$ cat src/rtl/refdiv_pkg.sv
package refdiv_pkg;
    localparam int RD_CODE_W = 4;
    localparam int RD_CNT_W  = 9;

    typedef struct packed {
        logic [RD_CNT_W-1:0] cnt;
        logic [RD_CNT_W-1:0] ratio;
    } div_state_t;

    // Ratio table: low half binary powers, high half 3, 5 and 5*2^k.
    function automatic logic [RD_CNT_W-1:0] ratio_of(input logic [RD_CODE_W-1:0] code);
        logic [RD_CNT_W-1:0] r;
        if (code[RD_CODE_W-1] == 1'b0) begin
            r = RD_CNT_W'(2) << code[RD_CODE_W-2:0];
        end else if (code[RD_CODE_W-2:0] == '0) begin
            r = RD_CNT_W'(3);
        end else begin
            r = RD_CNT_W'(5) << (code[RD_CODE_W-2:0] - 1'b1);
        end
        return r;
    endfunction
endpackage

$ cat src/rtl/refdiv_counter.sv
module refdiv_counter
    import refdiv_pkg::*;
(
    input  logic                 clk,
    input  logic                 rst_n,
    input  logic [RD_CODE_W-1:0] ratio_code,
    output logic                 tick,
    output logic                 clk_out,
    output logic                 restart
);
    div_state_t          div_d, div_q;
    logic [RD_CNT_W-1:0] sel_ratio;
    logic [RD_CNT_W-1:0] half_ratio;

    always_comb begin
        sel_ratio  = ratio_of(ratio_code);
        half_ratio = div_q.ratio >> 1;
        tick       = (div_q.cnt == (div_q.ratio - RD_CNT_W'(1)));
        restart    = tick && (sel_ratio != div_q.ratio);
        clk_out    = div_q.ratio[0] ? tick : (div_q.cnt < half_ratio);
        div_d      = div_q;
        if (tick) begin
            div_d.cnt   = '0;
            div_d.ratio = sel_ratio;
        end else begin
            div_d.cnt   = div_q.cnt + RD_CNT_W'(1);
        end
    end

    always_ff @(posedge clk or negedge rst_n) begin
        if (!rst_n) begin
            div_q.cnt   <= '0;
            div_q.ratio <= RD_CNT_W'(2);
        end else begin
            div_q <= div_d;
        end
    end

    p_cnt_in_range_r1: assert property (@(posedge clk) disable iff (!rst_n)
        div_q.cnt < div_q.ratio);
    p_tick_single_r3: assert property (@(posedge clk) disable iff (!rst_n)
        tick |=> !tick);
    p_ratio_held_r6: assert property (@(posedge clk) disable iff (!rst_n)
        !tick |=> $stable(div_q.ratio));
    p_odd_clk_r5: assert property (@(posedge clk) disable iff (!rst_n)
        div_q.ratio[0] |-> (clk_out == tick));
endmodule

$ cat src/rtl/refdiv_lockdet.sv
module refdiv_lockdet #(
    parameter int RUN_LEN = 64
) (
    input  logic clk,
    input  logic rst_n,
    input  logic tick,
    input  logic restart,
    input  logic in_window,
    output logic lock
);
    localparam int RUN_W = $clog2(RUN_LEN + 1);
    localparam logic [RUN_W-1:0] RUN_MAX = RUN_W'(RUN_LEN);

    typedef struct packed {
        logic [RUN_W-1:0] run;
        logic             lock;
    } lock_state_t;

    lock_state_t lk_d, lk_q;

    always_comb begin
        lk_d = lk_q;
        if (tick) begin
            if (restart || !in_window) begin
                lk_d.run  = '0;
                lk_d.lock = 1'b0;
            end else begin
                if (lk_q.run != RUN_MAX) begin
                    lk_d.run = lk_q.run + RUN_W'(1);
                end
                lk_d.lock = (lk_d.run == RUN_MAX);
            end
        end
    end

    always_ff @(posedge clk or negedge rst_n) begin
        if (!rst_n) begin
            lk_q <= '0;
        end else begin
            lk_q <= lk_d;
        end
    end

    assign lock = lk_q.lock;

    p_lock_needs_run_r7: assert property (@(posedge clk) disable iff (!rst_n)
        $rose(lk_q.lock) |-> (lk_q.run == RUN_MAX));
    p_bad_clears_r8: assert property (@(posedge clk) disable iff (!rst_n)
        (tick && !in_window) |=> !lk_q.lock);
    p_restart_clears_r9: assert property (@(posedge clk) disable iff (!rst_n)
        restart |=> (!lk_q.lock && lk_q.run == '0));
    p_idle_hold_r11: assert property (@(posedge clk) disable iff (!rst_n)
        !tick |=> $stable(lk_q));
endmodule

$ cat src/rtl/refdiv_lock.sv
module refdiv_lock
    import refdiv_pkg::*;
#(
    parameter int RUN_LEN = 64
) (
    input  logic                 clk,
    input  logic                 rst_n,
    input  logic [RD_CODE_W-1:0] ratio_code,
    input  logic                 in_window,
    output logic                 cmp_tick,
    output logic                 cmp_clk,
    output logic                 lock
);
    logic restart;

    refdiv_counter u_div (
        .clk        (clk),
        .rst_n      (rst_n),
        .ratio_code (ratio_code),
        .tick       (cmp_tick),
        .clk_out    (cmp_clk),
        .restart    (restart)
    );

    refdiv_lockdet #(.RUN_LEN(RUN_LEN)) u_lock (
        .clk       (clk),
        .rst_n     (rst_n),
        .tick      (cmp_tick),
        .restart   (restart),
        .in_window (in_window),
        .lock      (lock)
    );

    p_reset_quiet_r10: assert property (@(posedge clk)
        !rst_n |-> (!lock && !cmp_tick));
endmodule

$ cat config.mk
export PLATFORM = sky130hd
export DESIGN_NAME = refdiv_lock
export DESIGN_NICKNAME = d
export VERILOG_FILES = /design/src/rtl/refdiv_pkg.sv /design/src/rtl/refdiv_counter.sv /design/src/rtl/refdiv_lockdet.sv /design/src/rtl/refdiv_lock.sv
export SDC_FILE = /design/constraint.sdc
export NUM_CORES = 1
export LEC_CHECK = 0
export ABC_CLOCK_PERIOD_IN_PS = 4100
export BUFFER_PORTS_ARGS = -buffer_cell sky130_fd_sc_hd__clkbuf_2
export CORE_ASPECT_RATIO = 0.75
export CORE_MARGIN = 1
export CORE_UTILIZATION = 63
export CTS_BUF_LIST = sky130_fd_sc_hd__clkbuf_8
export DETAILED_ROUTE_END_ITERATION = 8
export GPL_TIMING_DRIVEN = 0
export PLACE_DENSITY_LB_ADDON = 0.1
export SKIP_CTS_REPAIR_TIMING = 1
export SLEW_MARGIN = 20
export SYNTH_ARGS = -nofsm -noshare
export SYNTH_HDL_FRONTEND = slang
export SYNTH_HIERARCHICAL = 1
export SYNTH_SLANG_ARGS = --single-unit
$ cat constraint.sdc
create_clock -name clk -period 4.1 [get_ports clk]
set_input_delay 0.41 -clock clk [delete_from_list [all_inputs] [get_ports clk]]
set_output_delay 0.41 -clock clk [all_outputs]
set_load 0.05 [all_outputs]
==> run summary, run 1 <==
Grt ovf = 0
Layout cell share with drive strength beyond 1 = 12.65%
Worst-Margin Slew = 635.8 ps
Clk sink count = 26
Initial core utilization = 68.06%
Post-place setup slack = 627.4 ps
Syn_nets = 250
Initial DRC Count = 147
Via density = 6.322
Vias = 1789
Required @ worst endpoint = 4270 ps
Antenna violations before repair = 0
Critical Path Slowest Stage Cell = or4b_4
Synth Area in XOR/XNOR = 8.095%
Main area contributors after synthesis = dfrtp_1 30%, ha_1 6.7%, xor2_1 4.7%
Status = finished clean
Worst path arrival time = 3780 ps
Crit Path Max Fanout = 9
Top Family by Delay on Critical Path = simple AND/OR/NAND/NOR gates
Clk Latency, worst-skew pair = 280 ps
Final min period = 3607 ps
WP buf/inv = 3
Hpwl dp = 3665 um
Nets@finish = 264
Final hold vios = 0
Final Cycle Share = 87.97%
Worst path cell trace = clkbuf_1 > inv_1 > ha_1 > or4b_4 > or4_1 > a21oi_1 > nor4_2 > nor3b_2 > buf_4 > nand3b_2 > a211o_1 > o32a_1 > o31ai_1
H-tree Lvls = 1
First-pass DRT Iterations = 7
Max Root-Sink Buffers = 2
Layout Cells excl Fill = 283
Commonest cells in the synthesized netlist = 25 x dfrtp_1, 25 x nor2_1, 17 x inv_1
RSZ-0062 raised after global routing = false
Number of I/O port buffers = 9
Kind of critical path = reg2reg
Core Area = 3020 um2
Power per cell area = 202.9 nW/um2
Sequential share of the synthesized area = 31.71%
Yosys cell types = 57
Mux cell area share after synthesis = 6.147%
# Max-Cap Violations = 0
Avg Inst Size Synth = 8.861 um2
Fmax = 277.2 MHz
Synth Warn # = 6
Die Y = 51.47 um
Final worst slack = 493.1 ps
Top cell type's share of synthesized area = 30.43%
Placed Cells = 279
Total routed wirelength = 4853 um
Final ANT Viol Nets = 0
Post-synthesis cell area = 2056 um2
Post-synthesis adder-cell area fraction = 6.695%
Cell taking the most area after synthesis = dfrtp_1
Max IR drop VDD = 0.1745 mV
Crit. End Element = flip-flop
EDFF count, synth = 0
Finish-stage setup viols = 0
Max_slew headroom = 57.61%
Root buf cell = clkbuf_8
All-Layer GR Usage = 31.17%
Number of global-route vias before repair = 1773
Rows = 17
Reg clk slew, reported paths = 90 ps
Fill cell count = 237
CTS tree = done
Leakage = 0.9794 nW
Yosys reg bits = 26
Maximum number of pins on one net before global-route repair = 27
Compound-Gate Fraction of Synth Area = 16.62%
Critical Path Source Type = flip-flop
TNS Setup = 0 ps
Setup Skew = 10.29 ps
Post-synth ARST share = 100.0%
First-pass GRT wire length = 8024 um
Synthesized instance count = 232
Io pins = 10
Residual DRC = 0
Simple logic cell fraction of the synthesized area = 22.88%
Final Max Tran Viols = 0
Layout area overhead = 7.426%
Top_reg_cell synth = dfrtp_1
Die W = 67.96 um
CTS Buf Count = 3
Min-Delay Path Class = in2async
GPL Wtd Cong = 0.8416
Largest family of logic cells by synthesized area = simple AND/OR/NAND/NOR gates
Die area = 3498 um2
# diodes = 0
WL per Instance = 17.15 um
Crit-path max cell delay = 500 ps
## placed cells by master (no fill, tap or decap), drive strengths merged, types with 2 or more instances in the layout
master	n
nor2	25
nand3	10
buf	7
nand3b	3
mux2i	7
clkbuf	19
nand2	13
a22o	2
nor3b	2
ha	11
nand4	3
a31oi	2
xor2	11
nor2b	4
a21oi	11
dfrtp	25
nor4	3
a21o	2
and3	4
and4	2
a21boi	3
o21ai	8
o2111ai	2
inv	17
nor3	4
o22ai	2
nand2b	4
mux2	5
a211oi	3
o2bb2ai	4
xnor2	8
## metal layers
| metal | track usage [%] | vias up | part of all wire (%) |
|---|---|---|---|
| li1 | - | 850 | - |
| met1 | 41.22 | 842 | 43 |
| met2 | 49.84 | 87 | 48 |
| met3 | 5.804 | 10 | 7.7 |
| met4 | 11.81 | 0 | 1.7 |
| met5 | 0 | - | 0 |
## state kept, by name, indices dropped and copies added (netlist names)
signal	count
u_div/div_q	18
u_lock/lk_q	7
u_lock/lock	1
## through the flow
step                utilization [%]  hold slack (ps)  instance area [um2]  power, mW
floorplan                         -            114.4                 2061     0.2755
global placement              71.29            450.8                 2153     0.2862
detailed placement            71.29            463.2                 2153     0.2875
CTS                           73.12            164.3                 2208     0.4530
global route                  73.12            188.0                 2208     0.4638
finish                        73.12            139.5                 2208     0.4480
## cell families (layout without fill, tap and decap cells)
group | count (synthesis) | in the layout
simple gates | 85 | 85
compound gates | 49 | 49
buf+inv | 30 | 43
flops | 26 | 26
xor+xnor | 19 | 19
mux | 12 | 12
fa+ha+maj | 11 | 11
## final cells by class
type | count | area, um2 | share of cell area (%)
flip-flops and latches | 26 | 651.9 | 29.52
multi-input cells | 176 | 1247 | 56.49
well taps | 38 | 47.55 | 2.153
plain buffers | 13 | 97.59 | 4.419
repair buffers | 9 | 45.04 | 2.040
clock buffers | 4 | 55.05 | 2.493
inverters | 17 | 63.81 | 2.890
## path summary, 6_finish.rpt
kind	startpoint	to	slack, ps	cells after the start
max	u_div/div_q[0]$_DFFE_PN0N_	u_lock/lock$_DFFE_PN0P_	490	13
min	rst_n	u_lock/lk_q[2]$_DFFE_PN0P_	140	1
max reg2reg	u_div/div_q[0]$_DFFE_PN0N_	u_lock/lock$_DFFE_PN0P_	490	13
min reg2reg	u_lock/lk_q[7]$_DFFE_PN0P_	u_lock/lk_q[7]$_DFFE_PN0P_	590	1
max in group asynchronous	rst_n	u_lock/lk_q[7]$_DFFE_PN0P_	3550	1
min in group clk	ratio_code[2]	u_div/div_q[4]$_DFFE_PN0N_	520	4
## power breakdown
part / internal (mW) / switching [mW]
logic: 0.00875 / 0.0174
registers: 0.256 / 0
clock network: 0.0859 / 0.0797
total: 0.351 / 0.0971
(Power assumes the default switching activity.)
==> run 2: changes to the inputs <==
--- a/config.mk
+++ b/config.mk
@@ -5,6 +5,7 @@
 export SDC_FILE = /design/constraint.sdc
 export NUM_CORES = 1
 export LEC_CHECK = 0
+export ABC_AREA = 1
 export ABC_CLOCK_PERIOD_IN_PS = 4100
 export BUFFER_PORTS_ARGS = -buffer_cell sky130_fd_sc_hd__clkbuf_2
 export CORE_ASPECT_RATIO = 0.75
==> run summary, run 2 <==
Maximum number of pins on one net before global-route repair = 27 (unchanged)
Pwr Total = 0.4242 mW (-5.3%)
Fin util = 70.28% (-2.8 points)
Worst path arrival time = 2580 ps (-1200 ps)
Top cell type's share of synthesized area = 28.82% (-1.6 points)
Syn_nets = 333 (+33%)
Critical Path Source Type = flip-flop
Reg-to-Reg Start = u_div/div_q[1]$_DFFE_PN1N_
First-pass GRT wire length = 7893 um (-1.6%)
# diodes = 0 (unchanged)
Io pins = 10 (unchanged)
CP dominant cell by count = nand2_1
Via density = 5.573 (-12%)
GPL Wtd Cong = 0.8607 (+2.3%)
Vias = 2051 (+15%)
EDFF count, synth = 0 (unchanged)
Status = finished clean
Synth Warn # = 6 (unchanged)
Worst Hold Slack = 148.5 ps (+9.022 ps)
Commonest non-fill, non-tap cells in the layout = 92 x nand2_1, 41 x nor2_1, 34 x inv_1
Finish-stage setup viols = 0 (unchanged)
Antenna violations before repair = 0 (unchanged)
Critical Path Slowest Stage Cell = dfstp_2
Die area = 3687 um2 (+5.4%)
Top Family by Delay on Critical Path = simple AND/OR/NAND/NOR gates
Core Area = 3288 um2 (+8.9%)
Worst path cell trace = inv_1 > ha_1 > inv_1 > nand2_1 > nand2_1 > nand2_1 > nand2_1 > nand3_2 > nor2_4 > nand3_4 > inv_2 > clkbuf_2
Fmax = 334.9 MHz (+21%)
Final ANT Viol Nets = 0 (unchanged)
Grt ovf = 0 (unchanged)
Post-synth ARST share = 100.0% (unchanged)
Yosys cell types = 33 (-42%)
H-tree Lvls = 1 (unchanged)
Layout cell share with drive strength beyond 1 = 13.72% (+1.1 points)
Max_slew headroom = 55.93% (-1.7 points)
Final worst slack = 1114 ps (+620.8 ps)
Die W = 69.78 um (+2.7%)
Worst-Margin Slew = 661.0 ps (+25.21 ps)
Min-Delay Path Class = in2async
Residual DRC = 0 (unchanged)
Max Root-Sink Buffers = 2 (unchanged)
All-Layer GR Usage = 27.99% (-3.2 points)
Final Max Tran Viols = 0 (unchanged)
Synthesized instance count = 315 (+36%)
RSZ-0062 raised after global routing = false
CP startpoint = u_div/div_q[1]$_DFFE_PN1N_
Clk sink count = 26 (unchanged)
Rows = 18 (+1)
# Max-Cap Violations = 0 (unchanged)
Initial DRC Count = 255 (+73%)
Cell taking the most area after synthesis = dfrtp_1
Max reg flops = 18 (unchanged)
Nets@finish = 347 (+31%)
First-pass DRT Iterations = 5 (-2)
Power per cell area = 183.6 nW/um2 (-9.5%)
Commonest cells in the synthesized netlist = 92 x nand2_1, 41 x nor2_1, 33 x inv_1
Reg2reg setup slack = 1180 ps (+690 ps)
Kind of critical path = reg2out
Post-synthesis cell area = 2171 um2 (+5.6%)
Layout area overhead = 6.455%
Root buf cell = clkbuf_8
R2R depth = 18 (+5)
Max IR drop VDD = 0.1448 mV (-17%)
WP buf/inv = 4 (+1)
Die Y = 52.84 um (+2.7%)
Required @ worst endpoint = 3690 ps (-580 ps)
Biggest register = u_div/div_q
Hpwl dp = 3770 um (+2.9%)
Crit-path max cell delay = 560 ps (+60 ps)
Number of I/O port buffers = 9 (unchanged)
WL per Instance = 13.25 um (-23%)
Leakage = 1.271 nW (+30%)
Reg2reg end = u_lock/lock$_DFFE_PN0P_
Avg Inst Size Synth = 6.892 um2 (-22%)
Initial core utilization = 66.02% (-2.0 points)
Final Cycle Share = 72.83% (-15 points)
Number of global-route vias before repair = 1652 (-6.8%)
CTS tree = done
TNS Setup = 0 ps (unchanged)
Post-place setup slack = 1247 ps (+619.3 ps)
Count leader, synth = nand2_1
Setup Skew = 9.237 ps (-1.050 ps)
Total routed wirelength = 4876 um (+0.47%)
Crit. End Element = output pin
Yosys reg bits = 26 (unchanged)
Reg clk slew, reported paths = 90 ps (about the same)
Crit Path Max Fanout = 11 (+2)
Main area contributors after synthesis = dfrtp_1 29%, nand2_1 16%, nor2_1 7.1%
Clk Latency, worst-skew pair = 270 ps (about the same)
Sequential share of the synthesized area = 30.03% (-1.7 points)
Final min period = 2986 ps (-620.8 ps)
CTS Buf Count = 3 (unchanged)
Final hold vios = 0 (unchanged)
Top_reg_cell synth = dfrtp_1
Commonest non-fill, non-tap cell in the layout = nand2_1
run 2: changes by cell type in the layout (fill, tap and decap cells not counted), moves of 6 or more:
| cell | previous run | this run |
|---|---|---|
| nand2_1 | 13 | 92 |
| inv_2 | 0 | 10 |
| a21oi_1 | 10 | 4 |
| clkbuf_1 | 6 | 0 |
| inv_1 | 17 | 34 |
| nand3_1 | 10 | 20 |
| nand4_1 | 3 | 16 |
| nor2_1 | 25 | 41 |
| mux2i_1 | 7 | 0 |
run 2: routing by layer:
metal  part of all wire (%)  up-vias  track usage [%]
li1                       -     1035                -
met1                     49      924            42.54
met2                     41       88            40.54
met3                    9.4        4            5.577
met4                   0.68        0            5.667
met5                      0        -                0
run 2: per-stage QoR:
step | std cells | area, um2
CTS | 368 | 2311
finish | 368 | 2311
floorplan | 315 | 2171
detailed placement | 364 | 2266
global route | 368 | 2311
global placement | 364 | 2266
run 2: cell families (layout without fill, tap and decap cells):
logic type | after synthesis | count (layout) | share of synthesized area (%)
AND/OR/NAND/NOR | 187 | 187 | 40.00
buffers and inverters | 51 | 64 | 10.09
flip-flops | 26 | 26 | 30.03
AO/OA/AOI/OAI | 21 | 21 | 5.879
XOR/XNOR | 19 | 19 | 7.666
adder cells (fa/ha/maj) | 11 | 11 | 6.340
run 2: worst max-delay path by stage:
stage / end / slack (ps) / depth (start not counted)
4_1_cts: cmp_tick / 1120 / 12
2_1_floorplan: u_lock/lock$_DFFE_PN0P_ / 1500 / 18
6_report: cmp_tick / 1110 / 12
3_3_place_gp: u_lock/lock$_DFFE_PN0P_ / 1270 / 18
3_5_place_dp: u_lock/lock$_DFFE_PN0P_ / 1250 / 18
5_1_grt: cmp_tick / 880 / 12
run 2: cell type report:
class,instances,area [um2]
Buffer,8,57.56
Clock buffer,3,41.29
Clock inverter,1,3.754
Fill cell,262,977.2
Inverter,43,161.4
Multi-Input combinational cell,238,1300
Sequential cell,26,651.9
Tap cell,40,50.05
Timing Repair Buffer,9,45.04
run 2: where the power goes:
group	switching [mW]	internal, mW
logic	0.0158	0.00627
clock network	0.0788	0.0671
registers	0	0.256
total	0.0946	0.330
==> run 3: changes to the inputs <==
--- a/config.mk
+++ b/config.mk
@@ -6,11 +6,11 @@
 export NUM_CORES = 1
 export LEC_CHECK = 0
 export ABC_AREA = 1
-export ABC_CLOCK_PERIOD_IN_PS = 4100
+export ABC_CLOCK_PERIOD_IN_PS = 2500
 export BUFFER_PORTS_ARGS = -buffer_cell sky130_fd_sc_hd__clkbuf_2
 export CORE_ASPECT_RATIO = 0.75
 export CORE_MARGIN = 1
-export CORE_UTILIZATION = 63
+export CORE_UTILIZATION = 58
 export CTS_BUF_LIST = sky130_fd_sc_hd__clkbuf_8
 export DETAILED_ROUTE_END_ITERATION = 8
 export GPL_TIMING_DRIVEN = 0
==> constraint.sdc (replaced) <==
create_clock -name clk -period 2.5 [get_ports clk]
set_input_delay 0.25 -clock clk [delete_from_list [all_inputs] [get_ports clk]]
set_output_delay 0.25 -clock clk [all_outputs]
set_load 0.05 [all_outputs]
==> run summary, run 3 (same netlist as run 2, synthesis figures left out) <==
Max IR drop VDD = 0.3279 mV (+130%)
Worst-Margin Slew = 673.2 ps (+12.17 ps)
Grt ovf = 0 (unchanged)
Maximum number of pins on one net before global-route repair = 27 (unchanged)
Failing checks = negative hold slack, negative setup slack
H-tree Lvls = 1 (unchanged)
Biggest register = u_div/div_q
Final min period = 2512 ps
Root buf cell = clkbuf_8
Vias = 2100 (+2.4%)
Die Y = 54.98 um (+4.1%)
Setup Skew = 5.326 ps (-3.911 ps)
Die W = 72.64 um (+4.1%)
Clk Latency, worst-skew pair = 270 ps (about the same)
Reg clk slew, reported paths = 90 ps (about the same)
All-Layer GR Usage = 27.05% (-0.94 points)
Initial core utilization = 63.41% (-2.6 points)
Residual DRC = 0 (unchanged)
Switching Fraction = 22.74% (+0.45 points)
Fill cell count = 270 (+3.1%)
Fmax = 398.1 MHz
Logic pwr share = 5.4% (+0.2 points)
Worst path cell trace = inv_4 > ha_4 > nand2_2 > inv_2 > nor2_1 > nand2_1 > nor2_1 > nand3_2 > nor2_8 > nand3_4 > inv_8 > buf_8
Crit. End Element = output pin
Max Root-Sink Buffers = 2 (unchanged)
Power per cell area = 279.5 nW/um2 (+52%)
RSZ-0062 raised after global routing = true
Final hold vios = 16 (+16)
Area of the multi-input gates = 1330 um2 (+2.3%)
Kind of critical path = reg2out
Max_slew headroom = 55.12% (-0.81 points)
Reg-to-Reg Start = u_div/div_q[1]$_DFFE_PN1N_
GPL Wtd Cong = 0.8894 (+3.3%)
Crit-path max cell delay = 590 ps (+30 ps)
Final Max Tran Viols = 0 (unchanged)
Final Cycle Share = 100.5%
Antenna violations before repair = 0 (unchanged)
Crit Path Max Fanout = 8 (-3)
Core Area = 3423 um2 (+4.1%)
Number of global-route vias before repair = 1653 (+0.061%)
Critical Path Slowest Stage Cell = dfstp_2
Worst Hold Slack = -7.654 ps (-156.1 ps)
Fin util = 73.14% (+2.9 points)
M1 GR Usage = 42.84% (+0.31 points)
Die area = 3994 um2 (+8.3%)
Commonest non-fill, non-tap cells in the layout = 91 x nand2_1, 41 x nor2_1, 31 x inv_1
CTS tree = done
# diodes = 0 (unchanged)
Final ANT Viol Nets = 0 (unchanged)
Net switching power = 0.1591 mW (+68%)
Status = finished, violations left
Via density = 5.344 (-4.1%)
Sequential share of power = 60.1% (-0.3 points)
Busiest grt layer = met1
Leakage = 1.355 nW (+6.6%)
First-pass GRT wire length = 7962 um (+0.87%)
Final worst slack = -11.92 ps (-1126 ps)
CTS Buf Count = 3 (unchanged)
Critical Path Source Type = flip-flop
First-pass DRT Iterations = 5 (unchanged)
CP dominant cell by count = nor2_1
Required @ worst endpoint = 2250 ps (-1440 ps)
# Max-Cap Violations = 0 (unchanged)
Finish-stage setup viols = 1 (+1)
Rows = 18 (unchanged)
Internal Power = 0.5406 mW (+64%)
Initial DRC Count = 259 (+1.6%)
Max reg flops = 18 (unchanged)
Pwr Total = 0.6998 mW (+65%)
Layout area overhead = 15.33%
Worst path arrival time = 2260 ps (-320 ps)
Commonest non-fill, non-tap cell in the layout = nand2_1
TNS Setup = -11.92 ps (-11.92 ps)
Clock Power Share = 34.5% (about the same)
Clk sink count = 26 (unchanged)
Met3 Use GR = 4.710% (-0.87 points)
Min-Delay Path Class = in2async
Layout cell share with drive strength beyond 1 = 19.83% (+6.1 points)
CP startpoint = u_div/div_q[1]$_DFFE_PN1N_
Io pins = 10 (unchanged)
Reg area = 653.1 um2 (+0.19%)
Hpwl dp = 3803 um (+0.87%)
Met2 Resource Use GR = 37.85% (-2.7 points)
Total routed wirelength = 5236 um (+7.4%)
Number of I/O port buffers = 9 (unchanged)
WL per Instance = 13.32 um (+0.55%)
Nets@finish = 362 (+4.3%)
run 3: cell types whose count changed in the layout (fill, tap and decap cells not counted), sizes merged:
cell	previous run	this run
buf	5	22
clkbuf	15	13
run 3: final cells by class:
cell class	instances	area share [%]
inverters	43	7.046
multi-input cells	238	53.12
plain buffers	8	2.749
clock buffers	3	1.649
flip-flops and latches	26	26.09
repair buffers	24	6.697
clock inverters	1	0.1499
well taps	50	2.499
run 3: power by group through the flow:
stage / Sequential [mW] / Clock [mW] / Combinational (mW)
floorplan: 0.429 / 0 / 0.0172
global placement: 0.429 / 0 / 0.0360
detailed placement: 0.429 / 0 / 0.0371
CTS: 0.420 / 0.252 / 0.0372
global route: 0.420 / 0.266 / 0.0436
finish: 0.420 / 0.242 / 0.0380
run 3: through the flow:
stage          std cells  setup WS, ps  area, um2
2_1_floorplan        315         3.159       2173
3_3_place_gp         374        -237.3       2281
3_5_place_dp         374        -260.0       2281
4_1_cts              378        -290.7       2326
5_1_grt              393        -119.3       2504
6_report             393        -11.92       2504
run 3: metal layers:
metal	share of wire [%]	vias up
li1	-	1065
met1	51	940
met2	39	86
met3	8.2	9
met4	0.88	0
met5	0	-
run 3: worst paths after layout:
| kind | end | slack (ps) | cells past startpoint |
|---|---|---|---|
| max | cmp_tick | -10 | 12 |
| min | u_div/div_q[5]$_DFFE_PN0N_ | -8 | 1 |
| max reg2reg | u_lock/lock$_DFFE_PN0P_ | 0 | 19 |
| min reg2reg | u_lock/lock$_DFFE_PN0P_ | 480 | 2 |
| max in group asynchronous | u_div/div_q[0]$_DFFE_PN0N_ | 2040 | 1 |
| min in group clk | u_div/div_q[0]$_DFFE_PN0N_ | 350 | 5 |
run 3: worst max-delay path: cells and delay by family, from the launching register on:
kind / cells / cell delay, ps
and+or+nand+nor: 7 / 830
DFF: 1 / 590
buffers and inverters: 4 / 340
adders and majority gates: 1 / 220
